## config.mk

```make
export PLATFORM = sky130hd
export DESIGN_NAME = swi_bank
export DESIGN_NICKNAME = d
export VERILOG_FILES = /design/src/rtl/swi_bank_pkg.sv /design/src/rtl/swi_addr_decode.sv /design/src/rtl/swi_pend_cell.sv /design/src/rtl/swi_bank.sv
export SDC_FILE = /design/constraint.sdc
export NUM_CORES = 1
export LEC_CHECK = 0
export BUFFER_PORTS_ARGS = -buffer_cell sky130_fd_sc_hd__buf_2
export CAP_MARGIN = 25
export CORE_ASPECT_RATIO = 0.6
export CORE_MARGIN = 10
export CORE_UTILIZATION = 29
export CTS_CLUSTER_SIZE = 25
export DETAILED_ROUTE_END_ITERATION = 7
export PLACE_DENSITY = 0.8
export SETUP_SLACK_MARGIN = 0.4
export SYNTH_ARGS = -nofsm -noshare
export SYNTH_HDL_FRONTEND = slang
export SYNTH_SLANG_ARGS = --single-unit
```

## constraint.sdc

```tcl
create_clock -name clk -period 1.15 [get_ports clk]
set_input_delay 0.23 -clock clk [delete_from_list [all_inputs] [get_ports clk]]
set_output_delay 0.23 -clock clk [all_outputs]
set_load 0.01 [all_outputs]
```

## src/rtl/swi_bank_pkg.sv

```systemverilog
package swi_bank_pkg;

    // Size of the register window in bytes; the address width follows from it.
    localparam int BANK_BYTES = 16384;

    typedef enum logic {
        SWI_MACHINE    = 1'b0,
        SWI_SUPERVISOR = 1'b1
    } swi_mode_e;

    typedef struct packed {
        logic pend;
    } cell_state_t;

    typedef struct packed {
        logic        vld;
        logic [31:0] data;
    } rsp_state_t;

endpackage

```

## src/rtl/swi_addr_decode.sv

```systemverilog
module swi_addr_decode #(
    parameter int NUM_HARTS = 4,
    parameter int ADDR_W    = 14
) (
    input  logic [ADDR_W-1:0]    addr_i,
    output logic [NUM_HARTS-1:0] hit_o
);

    localparam int IDX_W = ADDR_W - 2;

    logic             aligned;
    logic [IDX_W-1:0] word_idx;

    assign aligned  = (addr_i[1:0] == 2'b00);
    assign word_idx = addr_i[ADDR_W-1:2];

    // One comparator per hart; words at or past NUM_HARTS match nothing.
    for (genvar g = 0; g < NUM_HARTS; g++) begin : g_hit
        assign hit_o[g] = aligned && (word_idx == IDX_W'(g));
    end

endmodule

```

## src/rtl/swi_pend_cell.sv

```systemverilog
module swi_pend_cell
    import swi_bank_pkg::*;
#(
    parameter swi_mode_e MODE = SWI_MACHINE
) (
    input  logic clk,
    input  logic rst_n,
    input  logic wr_hit_i,
    input  logic wr_bit_i,
    input  logic ack_i,
    output logic pend_o
);

    cell_state_t st_d, st_q;

    always_comb begin
        st_d = st_q;
        if (wr_hit_i && wr_bit_i) begin
            // A set has priority over any clear source.
            st_d.pend = 1'b1;
        end else if (MODE == SWI_SUPERVISOR) begin
            if (ack_i) begin
                st_d.pend = 1'b0;
            end
        end else if (wr_hit_i) begin
            st_d.pend = 1'b0;
        end
    end

    always_ff @(posedge clk or negedge rst_n) begin
        if (!rst_n) begin
            st_q <= '0;
        end else begin
            st_q <= st_d;
        end
    end

    assign pend_o = st_q.pend;

    AST_SET_WINS: assert property (@(posedge clk) disable iff (!rst_n)
        (wr_hit_i && wr_bit_i) |=> pend_o);

    if (MODE == SWI_MACHINE) begin : g_mach_chk
        AST_M_CLEAR: assert property (@(posedge clk) disable iff (!rst_n)
            (wr_hit_i && !wr_bit_i) |=> !pend_o);
        AST_M_ACK_IGNORED: assert property (@(posedge clk) disable iff (!rst_n)
            !wr_hit_i |=> $stable(pend_o));
    end else begin : g_sup_chk
        AST_S_ZERO_KEEPS: assert property (@(posedge clk) disable iff (!rst_n)
            (wr_hit_i && !wr_bit_i && !ack_i) |=> $stable(pend_o));
        AST_S_ACK_CLEARS: assert property (@(posedge clk) disable iff (!rst_n)
            (ack_i && !(wr_hit_i && wr_bit_i)) |=> !pend_o);
    end

endmodule

```

## src/rtl/swi_bank.sv

```systemverilog
module swi_bank
    import swi_bank_pkg::*;
#(
    parameter int        NUM_HARTS = 4,
    parameter swi_mode_e MODE      = SWI_MACHINE,
    localparam int       ADDR_W    = $clog2(BANK_BYTES)
) (
    input  logic                 clk,
    input  logic                 rst_n,
    input  logic                 bus_valid,
    input  logic                 bus_write,
    input  logic [ADDR_W-1:0]    bus_addr,
    input  logic [31:0]          bus_wdata,
    input  logic [NUM_HARTS-1:0] ack_clr,
    output logic                 bus_rvalid,
    output logic [31:0]          bus_rdata,
    output logic [NUM_HARTS-1:0] swi_o
);

    logic [NUM_HARTS-1:0] hit;
    logic [NUM_HARTS-1:0] pend;
    logic                 wr_req;
    logic                 rd_req;
    logic                 unused_wdata;
    rsp_state_t           rsp_d, rsp_q;

    assign wr_req       = bus_valid && bus_write;
    assign rd_req       = bus_valid && !bus_write;
    assign unused_wdata = ^bus_wdata[31:1];

    swi_addr_decode #(
        .NUM_HARTS (NUM_HARTS),
        .ADDR_W    (ADDR_W)
    ) u_decode (
        .addr_i (bus_addr),
        .hit_o  (hit)
    );

    for (genvar g = 0; g < NUM_HARTS; g++) begin : g_cell
        swi_pend_cell #(
            .MODE (MODE)
        ) u_cell (
            .clk      (clk),
            .rst_n    (rst_n),
            .wr_hit_i (wr_req && hit[g]),
            .wr_bit_i (bus_wdata[0]),
            .ack_i    (ack_clr[g]),
            .pend_o   (pend[g])
        );
    end

    always_comb begin
        rsp_d      = '0;
        rsp_d.vld  = rd_req;
        if (rd_req && (MODE == SWI_MACHINE)) begin
            rsp_d.data[0] = |(hit & pend);
        end
    end

    always_ff @(posedge clk or negedge rst_n) begin
        if (!rst_n) begin
            rsp_q <= '0;
        end else begin
            rsp_q <= rsp_d;
        end
    end

    assign bus_rvalid = rsp_q.vld;
    assign bus_rdata  = rsp_q.data;
    assign swi_o      = pend;

    AST_RD_ONE_CYCLE: assert property (@(posedge clk) disable iff (!rst_n)
        rd_req |=> bus_rvalid);
    AST_NO_SPURIOUS_RSP: assert property (@(posedge clk) disable iff (!rst_n)
        !rd_req |=> !bus_rvalid);
    AST_RD_UPPER_ZERO: assert property (@(posedge clk) disable iff (!rst_n)
        bus_rvalid |-> (bus_rdata[31:1] == '0));
    AST_SUP_RD_ZERO: assert property (@(posedge clk) disable iff (!rst_n)
        (bus_rvalid && (MODE == SWI_SUPERVISOR)) |-> (bus_rdata == '0));
    AST_HIT_ONEHOT: assert property (@(posedge clk) disable iff (!rst_n)
        $onehot0(hit));
    AST_MISS_NO_CHANGE: assert property (@(posedge clk) disable iff (!rst_n)
        (wr_req && (hit == '0) && ((MODE == SWI_MACHINE) || (ack_clr == '0)))
        |=> $stable(swi_o));

endmodule

```

# --- Word level (Yosys, flattened, before mapping) ---
# Index checks and enable logic that the tools add are counted.
totals:
  ff_bits: 6
  latch_bits: 0
  ramBits: 0
  romBits: 0
  in_bits: 54
  output_inout_bits: 37
  elab_cells: 41
  n_memories: 0
op_classes:
  add_sub_neg: 0
  multipliers: 0
  div: 0
  n_lt_le_gt_ge: 0
  n_eq_ne: 3
  shift: 0
  n_mux: 9
  n_bitwise: 1
  n_reduce_logical: 22
op_table:
  columns: ["op", "n"]
  rows:
  - ["$eq 12x2->1 const B", 2]
  - ["$logic_and 1x1->1", 14]
  - ["$eq 12x1->1 const B", 1]
  - ["$logic_not 12->1", 1]
  - ["$mux 1", 9]
  - ["$reduce_bool 2->1", 4]
  - ["$and 4x4->4", 1]
  - ["$reduce_or 4->1", 1]
  - ["$logic_not 2->1", 1]
  - ["$logic_not 1->1", 1]

# --- Depth between registers and ports, before layout ---
# Gate-level depths: netlist of the first run.
depth:
  depth_word: 5
  depth_mapped: 3
  ltp_nobuf: 3

# --- By module ---
# From an unflattened synthesis of the first run, not the netlist that was laid out.
hier_totals:
  hier_cells: 61
  hier_area_um2: 594.3
modules_own_cells:
  columns: ["mod", "instances", "cells_per_inst", "area_each_um2", "seq_area_each_um2"]
  rows:
  - ["swi_bank", 1, 42, 356.6, 50.0]
  - ["swi_pend_cell", 4, 2, 40.0, 25.0]
  - ["swi_addr_decode", 1, 11, 77.6, 0.0]

# --- Worst setup path before layout of the first run ---
# OpenSTA, ideal clock, no wires.
synth_timing:
  kind: "input -> register"
  from: "input port bus_addr[13]"
  to: "register g_cell[0].u_cell.st_q"
  setup_time_ns: 0.127
  t_arrival_ns: 1.003
  t_required_ns: 1.023
  slack_ns: 0.019
  path_stages: 3
  path_buffers: 0
  path_cell_list: "nor4_4 -> nand4_1 -> mux2_1"
synth_via:
  elab_chain_cells: 5
  word_cells_on_any_way: 6
  classes_between: "mux (1); reduce/logical (5)"
synth_rtl:
  columns: ["item", "line_no", "source"]
  rows:
  - ["start: declaration", "swi_bank.sv:12", "input logic [ADDR_W-1:0] bus_addr,"]
  - ["$logic_not 12->1 (*)", "swi_addr_decode.sv:19", "assign hit_o[g] = aligned && (word_idx == IDX_W'(g));"]
  - ["$logic_and 1x1->1 (*)", "swi_addr_decode.sv:19", null]
  - ["$logic_and 1x1->1 (*)", "swi_bank.sv:45", ".wr_hit_i (wr_req && hit[g]),"]
  - ["$logic_and 1x1->1", "swi_pend_cell.sv:18", "if (wr_hit_i && wr_bit_i) begin"]
  - ["$mux 1 or $reduce_bool 2->1 (tied branches)", null, null]
  - ["end signal: assignment", "swi_pend_cell.sv:34", "st_q <= st_d;"]
  - ["end: declaration", "swi_pend_cell.sv:14", "cell_state_t st_d, st_q;"]
# Every way passes the cells marked *; elsewhere a longest branch is shown, timed or not.
# A chain may end at the register's enable or synchronous reset.

# --- Worst setup path after layout of the first run ---
layout_timing:
  from: "input port bus_addr[13]"
  to: "register g_cell[3].u_cell.st_q"
layout_via:
  elab_chain_cells: 5
  word_cells_on_any_way: 6
  classes_between: "eq/ne (1); mux (1); reduce/logical (4)"
layout_rtl:
  columns: ["item", "line_no"]
  rows:
  - ["$eq 12x2->1 (*)", "swi_addr_decode.sv:19"]
  - ["$logic_and 1x1->1 (*)", "swi_addr_decode.sv:19"]
  - ["$logic_and 1x1->1 (*)", "swi_bank.sv:45"]
  - ["$logic_and 1x1->1", "swi_pend_cell.sv:18"]
  - ["$mux 1 or $reduce_bool 2->1 (tied branches)", null]
  - ["end signal: assignment", "swi_pend_cell.sv:34"]
  - ["end: declaration", "swi_pend_cell.sv:14"]
# Marks and branches as above.

==> impl_metrics.csv, run 1 <==
group,metric,value,unit
run_status,outcome,"finished clean",
layout,nets,144,
route,vias,428,
global_routing,globalRouteTotalUtil,8.20,%
pwr,sequentialPowerShare,38.3,%
placement,place_area,644,sq um
die,dieArea,4510,sq um
layout,finish.utilization,38.9,%
worst_hold_path,hold_start,"bus_write",
global_routing,busiest_layer,"met2",
worst_setup_path,rrSetupSlack,0.09,ns
yosys,muxShareOfSynthArea,10.7,%
pwr,power.internal,0.385,mW
route,via_per_inst,3.69,
worst_hold_path,holdPathStages,2,
sta,final.period_utilization,95.1,%
layout,design_area,759,sq um
layout,fin_cells,116,
clock_tree,cts-root-buf,"clkbuf_4",
clock_tree,cts_tree,"done",
pwr,netSwitchingFraction,31.1,%
global_routing,gr-total-overflow,0,
placement,dpl.cell_count,110,
sta,clock.fmax,914,MHz
worst_setup_path,crit-reg2reg-launch,"g_cell[3].u_cell.pend_o",
placement,dpl_worst_slack,-0.217,ns
worst_setup_path,required,1.28,ns
worst_setup_path,critPathMaxStageDelay,0.38,ns
yosys,ys_seq_area_share,23.8,%
sta,fin_ws,0.0561,ns
die,fp.dieH,56.2,microns
yosys,avgSynthCellArea,10.2,sq um
die,design.core.area,1950,sq um
global_routing,grt_pass1_wl,2710,microns
pwr,p_per_area,735,nW/um^2
yosys,synth_compound_area_share,0,%
die,rows,12,
sta,tns,0,ns
clock_tree,clockBufferDepth,2,
die,fp.dieW,80.3,microns
yosys,ys_types,13,
yosys,synth_fa_ha_area_share,0,%
yosys,ys_seq_elements,6,
yosys,synth-simple-area-share,22.8,%
global_routing,grt_max_degree,7,
placement,gp_congestion,0.758,
clock_tree,path_clk_slew,0.05,ns
layout,layout_commonest_cell,"conb_1",
yosys,synth_top_family_by_area,"buffers and inverters",
worst_setup_path,crit_fanout,5,
pwr,switchingPower,0.174,mW
sta,post-route-min-period,1.09,ns
route,wl,1770,microns
yosys,synth_area,632,sq um
die,initial_core_util,32.4,%
sta,finalHoldViolCount,0,
global_routing,gr-usage-met3,4.02,%
sta,setup_viol,0,
pwr,ir_drop,0.000257,V
yosys,synthXorXnorAreaFrac,0,%
clock_tree,numCtsBuffers,3,
global_routing,use_met2,16.6,%
pwr,pwr-share-clk,35.6,%
layout,mostFrequentLayoutCells,"conb_1 (31), buf_2 (15), buf_6 (9)",
die,ios,91,
route,dr.pass1.iters,4,
worst_setup_path,reg2reg_to,"bus_rdata[0]",
route,drcViolationCount,0,
placement,portBuffers,24,
layout,n_antenna_cell,0,
route,post_drt_wl_per_cell,15.2,microns
worst_setup_path,end_kind,"flop",
route,ant_nets,0,
yosys,synth_cells,62,
pwr,p_comb_share,26.1,%
sta,rsz0062_at_grt,"true",
layout,area_growth,20.2,%
worst_hold_path,worstHoldEndpoint,"bus_rvalid",
worst_setup_path,worst-setup-path-type,"input pin to flop",
clock_tree,cts_num_sinks,6,
sta,holdWs,0.208,ns
worst_setup_path,start_kind,"input pin",
pwr,p_leak,0.406,nW
global_routing,grt_pass1_vias,512,
yosys,yosys_warnings,0,
global_routing,antenna_found_initial,0,
sta,slew_viol_final,0,
worst_setup_path,reg2reg_depth,3,
worst_setup_path,arrival,1.23,ns
route,dr.first_iter.drc_count,32,
clock_tree,h-tree-depth,1,
worst_setup_path,crit_chain,"buf_6 -> nor4_4 -> nand4_1 -> mux2_4",
layout,drive_gt1_share,42.0,%
worst_setup_path,crit_slowest_cell,"nor4_4",
sta,fin_skew,0.00259,ns
pwr,power,0.558,mW
placement,place_hpwl,1440,microns
clock_tree,clock_latency,0.25,ns
worst_hold_path,hold_path_class,"input pin to flop",
flow_run,maxCapViolations,0,
global_routing,use_met1,5.55,%
[layer usage]
layer  up-vias  part of all wire, %  wire length (microns)
met3         4                  5.8                    102
met5         -                    0                      0
met4         0                  2.3                     40
met2        19                   63                   1120
met1       198                   29                    504
li1        207                    -                      -
[cell families (layout without fill, tap and decap cells)]
kind of cell / after synthesis / after routing
buf+inv: 36 / 32
simple gates: 14 / 14
flops: 6 / 6
mux: 5 / 5
other cells: 1 / 31
[synthesized netlist by cell type]
| master | n | share of area (%) |
|---|---|---|
| nor4bb_1 | 1 | 1.6 |
| and4b_1 | 2 | 3.2 |
| inv_1 | 1 | 0.59 |
| buf_4 | 35 | 42 |
| mux2_1 | 4 | 7.1 |
| and4_1 | 1 | 1.4 |
| mux4_2 | 1 | 3.6 |
| nor4_4 | 3 | 10 |
| nor2_1 | 1 | 0.59 |
| nand4_1 | 5 | 5.0 |
| conb_1 | 1 | 0.59 |
| dfrtp_1 | 6 | 24 |
| nor2b_1 | 1 | 0.99 |
[area by class of cell]
class / count / area [sq um]
Clock buffer: 3 / 22.5
Multi-Input combinational cell: 50 / 339
Inverter: 1 / 3.75
Timing Repair Buffer: 28 / 209
Fill cell: 207 / 1190
Tap cell: 28 / 35.0
Sequential cell: 6 / 150
[timing repair]
item | in CTS | in global routing
hold buffers | 1 | 0
gates resized for setup | 7 | 5
pin swaps | 5 | 3
buffers inserted | 1 | 1
endpoints found under the setup margin | 11 | 11
hold endpoints to repair | 6 | 0
[sequential cells by signal, indices dropped and copies added (netlist names)]
signal and cells:
bus_rvalid 1, g_cell.u_cell.pend_o 4, bus_rdata 1
[power by group through the flow]
stage          logic [mW]  clock network [mW]  registers [mW]
2_1_floorplan       0.138                   0           0.218
3_3_place_gp        0.116                   0           0.217
3_5_place_dp        0.119                   0           0.217
4_1_cts             0.135               0.202           0.214
5_1_grt             0.160               0.224           0.214
6_report            0.145               0.199           0.214
[critical path: cells and delay by family]
family	cells	cell delay, ns
simple gates	2	0.57
mux	1	0.33
buf+inv	1	0.10
[how the worst max path moves through the flow]
stage,start,endpoint,slack [ns],cells past startpoint
after floorplan,bus_addr[0],g_cell[0].u_cell.pend_o,0.02,3
after global placement,bus_addr[9],g_cell[2].u_cell.pend_o,-0.18,4
after detailed placement,bus_addr[5],g_cell[3].u_cell.pend_o,-0.22,4
after CTS,bus_addr[13],g_cell[3].u_cell.pend_o,0.06,4
after global routing,bus_addr[4],g_cell[2].u_cell.pend_o,0.006,4
final,bus_addr[13],g_cell[3].u_cell.pend_o,0.06,4
Note: power is estimated with default switching activity, not from simulation.
==> inputs of run 2 (changes only) <==
--- a/config.mk
+++ b/config.mk
@@ -5,14 +5,14 @@
 export SDC_FILE = /design/constraint.sdc
 export NUM_CORES = 1
 export LEC_CHECK = 0
+export ABC_AREA = 1
 export BUFFER_PORTS_ARGS = -buffer_cell sky130_fd_sc_hd__buf_2
 export CAP_MARGIN = 25
-export CORE_ASPECT_RATIO = 0.6
 export CORE_MARGIN = 10
-export CORE_UTILIZATION = 29
+export CORE_UTILIZATION = 30
 export CTS_CLUSTER_SIZE = 25
 export DETAILED_ROUTE_END_ITERATION = 7
-export PLACE_DENSITY = 0.8
+export PLACE_DENSITY = 0.82
 export SETUP_SLACK_MARGIN = 0.4
 export SYNTH_ARGS = -nofsm -noshare
 export SYNTH_HDL_FRONTEND = slang
==> run 2 against run 1 <==
Against the previous run:
- flip-flop and latch count did not move
- sequential share of layout area fell by 1.9 points
- via count increased by 27%
- wire length shrank 2.0%
- non-clock buffer count did not move
- largest cell class unchanged
==> impl_metrics.csv, run 2 <==
group,metric,value,unit
run_status,outcome,"finished clean",
global_routing,grt_pass1_vias,564,
clock_tree,cts-root-buf,"clkbuf_4",
die,rows,16,
pwr,ir_drop,0.000367,V
pwr,p_per_area,656,nW/um^2
yosys,synth_area_leader_cell,"buf_4",
sta,clock.fmax,1010,MHz
yosys,ys_seq_area_share,23.7,%
worst_setup_path,start_kind,"flop",
layout,design_area,840,sq um
sta,final.period_utilization,86.4,%
route,wl,1730,microns
layout,n_antenna_cell,0,
die,dieArea,4350,sq um
worst_setup_path,crit_slowest_cell,"dfrtp_1",
layout,largest_reg_flops,4,
global_routing,use_met2,13.2,%
layout,mostFrequentLayoutCells,"conb_1 (31), buf_2 (18), inv_1 (12)",
clock_tree,cts_tree,"done",
yosys,ys_types,9,
yosys,synth_edf_count,0,
yosys,avgSynthCellArea,6.75,sq um
placement,place_area,673,sq um
layout,area_growth,32.3,%
die,ios,91,
yosys,synth_cells,94,
worst_setup_path,arrival,0.76,ns
global_routing,grt_pass1_wl,2420,microns
layout,drive_gt1_share,42.5,%
die,fp.dieW,66.0,microns
global_routing,gr-total-overflow,0,
worst_setup_path,crit_buf_inv,1,
layout,fin_cells,147,
layout,layout_commonest_cell,"conb_1",
worst_setup_path,crit_fanout,3,
sta,setup_viol,0,
die,initial_core_util,32.0,%
worst_setup_path,critPathMaxStageDelay,0.38,ns
placement,gp_congestion,0.783,
sta,post-route-min-period,0.994,ns
global_routing,gr-usage-met3,2.71,%
worst_setup_path,worst-setup-path-type,"flop to primary output",
route,dr.pass1.iters,3,
worst_setup_path,crit_start,"g_cell[2].u_cell.pend_o",
yosys,ys_async_sr_fraction,100,%
route,vias,542,
pwr,power,0.551,mW
worst_setup_path,required,0.92,ns
yosys,yosysMostFrequentCell,"buf_4",
yosys,synth_top_cell_area_share,41.4,%
route,via_per_inst,3.69,
layout,fillers,215,
worst_setup_path,crit_chain,"buf_2",
yosys,synth.area.top_cells,"buf_4 (41%), dfrtp_1 (24%), nand2_1 (8.3%), nor2_1 (7.7%), inv_1 (7.1%)",
flow_run,maxCapViolations,0,
clock_tree,path_clk_slew,0.04,ns
sta,tns,0,ns
sta,slew_viol_final,0,
route,drcViolationCount,0,
global_routing,antenna_found_initial,0,
sta,fin_skew,0.000170,ns
worst_setup_path,crit-reg2reg-launch,"g_cell[3].u_cell.pend_o",
die,design.core.area,1980,sq um
worst_hold_path,hold_start,"bus_write",
clock_tree,cts_num_sinks,6,
placement,dpl.cell_count,140,
placement,place_hpwl,1350,microns
layout,nets,176,
global_routing,globalRouteTotalUtil,6.83,%
placement,portBuffers,24,
clock_tree,numCtsBuffers,3,
route,dr.first_iter.drc_count,2,
yosys,yosys_warnings,0,
worst_hold_path,hold_path_class,"input pin to flop",
clock_tree,clockBufferDepth,2,
route,post_drt_wl_per_cell,11.8,microns
clock_tree,clock_latency,0.23,ns
clock_tree,h-tree-depth,1,
global_routing,busiest_layer,"met2",
yosys,synth_area,634,sq um
yosys,ys_seq_elements,6,
route,ant_nets,0,
global_routing,use_met1,6.29,%
worst_setup_path,cp_top_family,"flip-flops",
die,fp.dieH,66.0,microns
yosys,synth_commonest_cells,"buf_4 (35), nand2_1 (14), nor2_1 (13)",
yosys,synth_ff_type,"dfrtp_1",
worst_setup_path,end_kind,"primary output",
pwr,p_leak,0.450,nW
global_routing,grt_max_degree,9,
sta,rsz0062_at_grt,"true",
sta,finalHoldViolCount,0,
==> run 2: final cells by class <==
class	count	area, sq um	share of cell area, %
Multi-Input combinational cell	71	398	47.4
Timing Repair Buffer	28	190	22.7
Sequential cell	6	150	17.9
Inverter	12	45.0	5.37
Tap cell	27	33.8	4.02
Clock buffer	3	22.5	2.68
==> run 2: cell families (layout without fill, tap and decap cells) <==
group           count (synthesis)  count (layout)  synth area share, %
compound gates                  4               4                 3.16
simple gates                   36              36                 24.1
other cells                     1              31                0.591
buf+inv                        47              43                 48.5
flops                           6               6                 23.7
==> run 2: through the flow <==
stage | worst slack [ns] | hold WS [ns] | utilization (%)
finish | 0.156 | 0.170 | 42.4
global route | 0.121 | 0.152 | 42.4
CTS | 0.149 | 0.158 | 39.5
detailed placement | 0.0190 | 0.0616 | 34.0
global placement | 0.0343 | 0.0548 | 34.0
floorplan | 0.225 | -0.0656 | -
==> run 2: path summary, 6_finish.rpt <==
kind                                                end  cells after the start  slack (ns)
worst min register to register  g_cell[0].u_cell.pend_o                      3        0.58
max in group asynchronous       g_cell[1].u_cell.pend_o                      2        0.66
worst max-delay path                           swi_o[2]                      1        0.16
min in group asynchronous                  bus_rdata[0]                      2        0.35
worst max register to register             bus_rdata[0]                      5        0.24
worst min-delay path                         bus_rvalid                      2        0.17
==> run 2: metal layers <==
layer	share of wire (%)	wire, microns	vias to the layer above
met5	0	0	-
li1	-	-	270
met3	12	209	0
met2	55	959	31
met1	33	563	241
met4	0	0	0
==> run 2: timing repair <==
item,4_1_cts,5_1_grt
endpoints found under the hold margin,6,0
pin swaps,5,4
gates cloned,0,0
setup buffers,3,0
setup endpoints to repair,11,11
hold buffers,1,0
resized for setup,14,12
==> run 2: power breakdown <==
group          switching (mW)  internal (mW)
Combinational           0.103         0.0504
Clock                  0.0664          0.117
Sequential           0.000420          0.214
==> inputs of run 3 (changes only) <==
--- a/config.mk
+++ b/config.mk
@@ -8,11 +8,12 @@
 export ABC_AREA = 1
 export BUFFER_PORTS_ARGS = -buffer_cell sky130_fd_sc_hd__buf_2
 export CAP_MARGIN = 25
+export CORE_ASPECT_RATIO = 0.6
 export CORE_MARGIN = 10
-export CORE_UTILIZATION = 30
+export CORE_UTILIZATION = 27
 export CTS_CLUSTER_SIZE = 25
 export DETAILED_ROUTE_END_ITERATION = 7
-export PLACE_DENSITY = 0.82
+export PLACE_DENSITY = 0.78
 export SETUP_SLACK_MARGIN = 0.4
 export SYNTH_ARGS = -nofsm -noshare
 export SYNTH_HDL_FRONTEND = slang
==> constraint.sdc (replaced) <==
create_clock -name clk -period 0.8 [get_ports clk]
set_input_delay 0.16 -clock clk [delete_from_list [all_inputs] [get_ports clk]]
set_output_delay 0.16 -clock clk [all_outputs]
set_load 0.01 [all_outputs]
==> run 3 against run 2 <==
Against the previous run:
- the run now ends with hold timing, setup timing left
- critical path type unchanged
- critical endpoint is now swi_o[3]
- wire length is 1.1% lower
- combinational power is 42% higher
- via count is 3.5% lower
- highest routed layer is now met4
- cell area is 1.3% higher
==> impl_metrics.csv, run 3 (same netlist as run 2, synthesis figures left out) <==
group,metric,value,unit
clock_tree,cts-root-buf,"clkbuf_8",
clock_tree,cts_tree,"done",
sta,setup_viol,10,
clock_tree,clockBufferDepth,2,
sta,final.period_utilization,116,%
sta,holdWs,-0.247,ns
placement,place_area,677,sq um
global_routing,antenna_found_initial,0,
layout,n_antenna_cell,0,
global_routing,gr-total-overflow,0,
sta,post-route-min-period,0.925,ns
layout,finish.utilization,38.7,%
pwr,ir_drop,0.000519,V
worst_setup_path,end_kind,"primary output",
pwr,power,0.966,mW
global_routing,grt_pass1_vias,568,
die,design.core.area,2200,sq um
route,dr.first_iter.drc_count,27,
worst_setup_path,crit_slowest_cell,"dfrtp_1",
sta,fin_skew,0.00210,ns
route,via_per_inst,3.56,
die,rows,13,
die,initial_core_util,28.9,%
worst_hold_path,hold_path_class,"input pin to asynchronous set/reset pin",
layout,drive_gt1_share,42.7,%
clock_tree,clock_latency,0.22,ns
sta,rsz0062_at_grt,"true",
pwr,p_leak,0.444,nW
route,ant_nets,0,
pwr,netSwitchingFraction,27.1,%
route,wl,1710,microns
layout,mostFrequentLayoutCells,"conb_1 (31), buf_2 (14), inv_1 (11), nand2_1 (11), buf_6 (11)",
sta,fin_ws,-0.125,ns
sta,clock.fmax,1080,MHz
worst_setup_path,required,0.64,ns
die,fp.dieW,82.6,microns
sta,finalHoldViolCount,6,
die,ios,91,
pwr,p_comb_share,22.6,%
route,vias,523,
clock_tree,cts_num_sinks,6,
worst_setup_path,start_kind,"flop",
layout,design_area,851,sq um
worst_setup_path,critPathMaxStageDelay,0.39,ns
route,post_drt_wl_per_cell,11.7,microns
global_routing,globalRouteTotalUtil,6.68,%
placement,portBuffers,24,
placement,gp_congestion,0.774,
placement,place_hpwl,1440,microns
worst_setup_path,crit_chain,"buf_2",
worst_setup_path,arrival,0.76,ns
pwr,p_per_area,1130,nW/um^2
clock_tree,numCtsBuffers,3,
run_status,violations,"hold timing, setup timing",
global_routing,grt_max_degree,9,
worst_setup_path,cp_top_family,"flip-flops",
worst_setup_path,crit_fanout,3,
layout,area_growth,34.1,%
placement,dpl.cell_count,143,
layout,layout_commonest_cell,"conb_1",
clock_tree,h-tree-depth,1,
die,fp.dieH,57.5,microns
layout,nets,173,
flow_run,maxCapViolations,0,
sta,slew_viol_final,0,
layout,fin_cells,147,
route,drcViolationCount,0,
run_status,outcome,"finished with violations",
pwr,power.internal,0.704,mW
pwr,switchingPower,0.262,mW
worst_setup_path,crit_buf_inv,1,
global_routing,grt_pass1_wl,2540,microns
pwr,pwr-share-clk,45.4,%
layout,largest_reg_flops,4,
worst_setup_path,worst-setup-path-type,"flop to primary output",
pwr,sequentialPowerShare,32.0,%
route,dr.pass1.iters,2,
clock_tree,path_clk_slew,0.03,ns
die,dieArea,4750,sq um
==> run 3: changes by cell type in the layout (fill, tap and decap cells not counted), moves of 2 or more <==
cell      delta
buf_6        +5
buf_2        -4
buf_4        -3
clkbuf_4     -3
clkbuf_8     +3
nor2_2       +2
nor2_4       -2
==> run 3: final timing paths <==
path,startpoint,endpoint,slack (ns),cells past startpoint
max in group asynchronous,rst_n,g_cell[1].u_cell.pend_o,0.91,1
worst min register to register,g_cell[0].u_cell.pend_o,g_cell[0].u_cell.pend_o,0.55,2
worst max register to register,g_cell[2].u_cell.pend_o,bus_rdata[0],-0.08,5
worst max-delay path,g_cell[3].u_cell.pend_o,swi_o[3],-0.12,1
worst min-delay path,rst_n,bus_rvalid,-0.25,1
min in group clk,bus_write,bus_rvalid,0.12,2
==> run 3: area by class of cell <==
type | count | area (sq um)
timing repair buffer | 25 | 194
sequential | 6 | 150
tap | 30 | 37.5
clock buffer | 3 | 41.3
fill | 228 | 1350
inverter | 12 | 45.0
multi-input combinational | 71 | 383
==> run 3: routing by layer <==
| layer | vias to the layer above | global-route usage [%] | part of all wire [%] |
|---|---|---|---|
| li1 | 262 | - | - |
| met1 | 243 | 5.93 | 31 |
| met2 | 16 | 13.4 | 63 |
| met3 | 2 | 2.50 | 5.1 |
| met4 | 0 | 2.14 | 0.99 |
| met5 | - | 0 | 0 |
==> run 3: metrics by stage <==
| step | TNS (ns) | worst slack (ns) |
|---|---|---|
| 6_report | -0.753 | -0.125 |
| 4_1_cts | -0.751 | -0.135 |
| 3_5_place_dp | -1.20 | -0.279 |
| 5_1_grt | -1.15 | -0.159 |
| 3_3_place_gp | -1.04 | -0.238 |
| 2_1_floorplan | -0.178 | -0.0554 |
==> run 3: timing repair <==
action,in CTS,in global routing
endpoints found under the hold margin,6,6
buffers inserted,1,0
pin swaps,6,4
gates cloned,0,0
endpoints found under the setup margin,11,11
gates resized for setup,18,11
==> run 3: worst register-to-register path, delay by kind of cell (launching register included) <==
family                 cells  cell delay, ns
DFF                        1            0.39
buffers and inverters      1            0.13
and+or+nand+nor            4            0.26
==> run 3: power by group through the flow <==
stage / Combinational [mW] / Clock [mW] / Sequential (mW)
3_5_place_dp: 0.165 / 0 / 0.312
6_report: 0.218 / 0.438 / 0.309
3_3_place_gp: 0.163 / 0 / 0.312
2_1_floorplan: 0.210 / 0 / 0.314
4_1_cts: 0.192 / 0.448 / 0.309
5_1_grt: 0.237 / 0.482 / 0.309
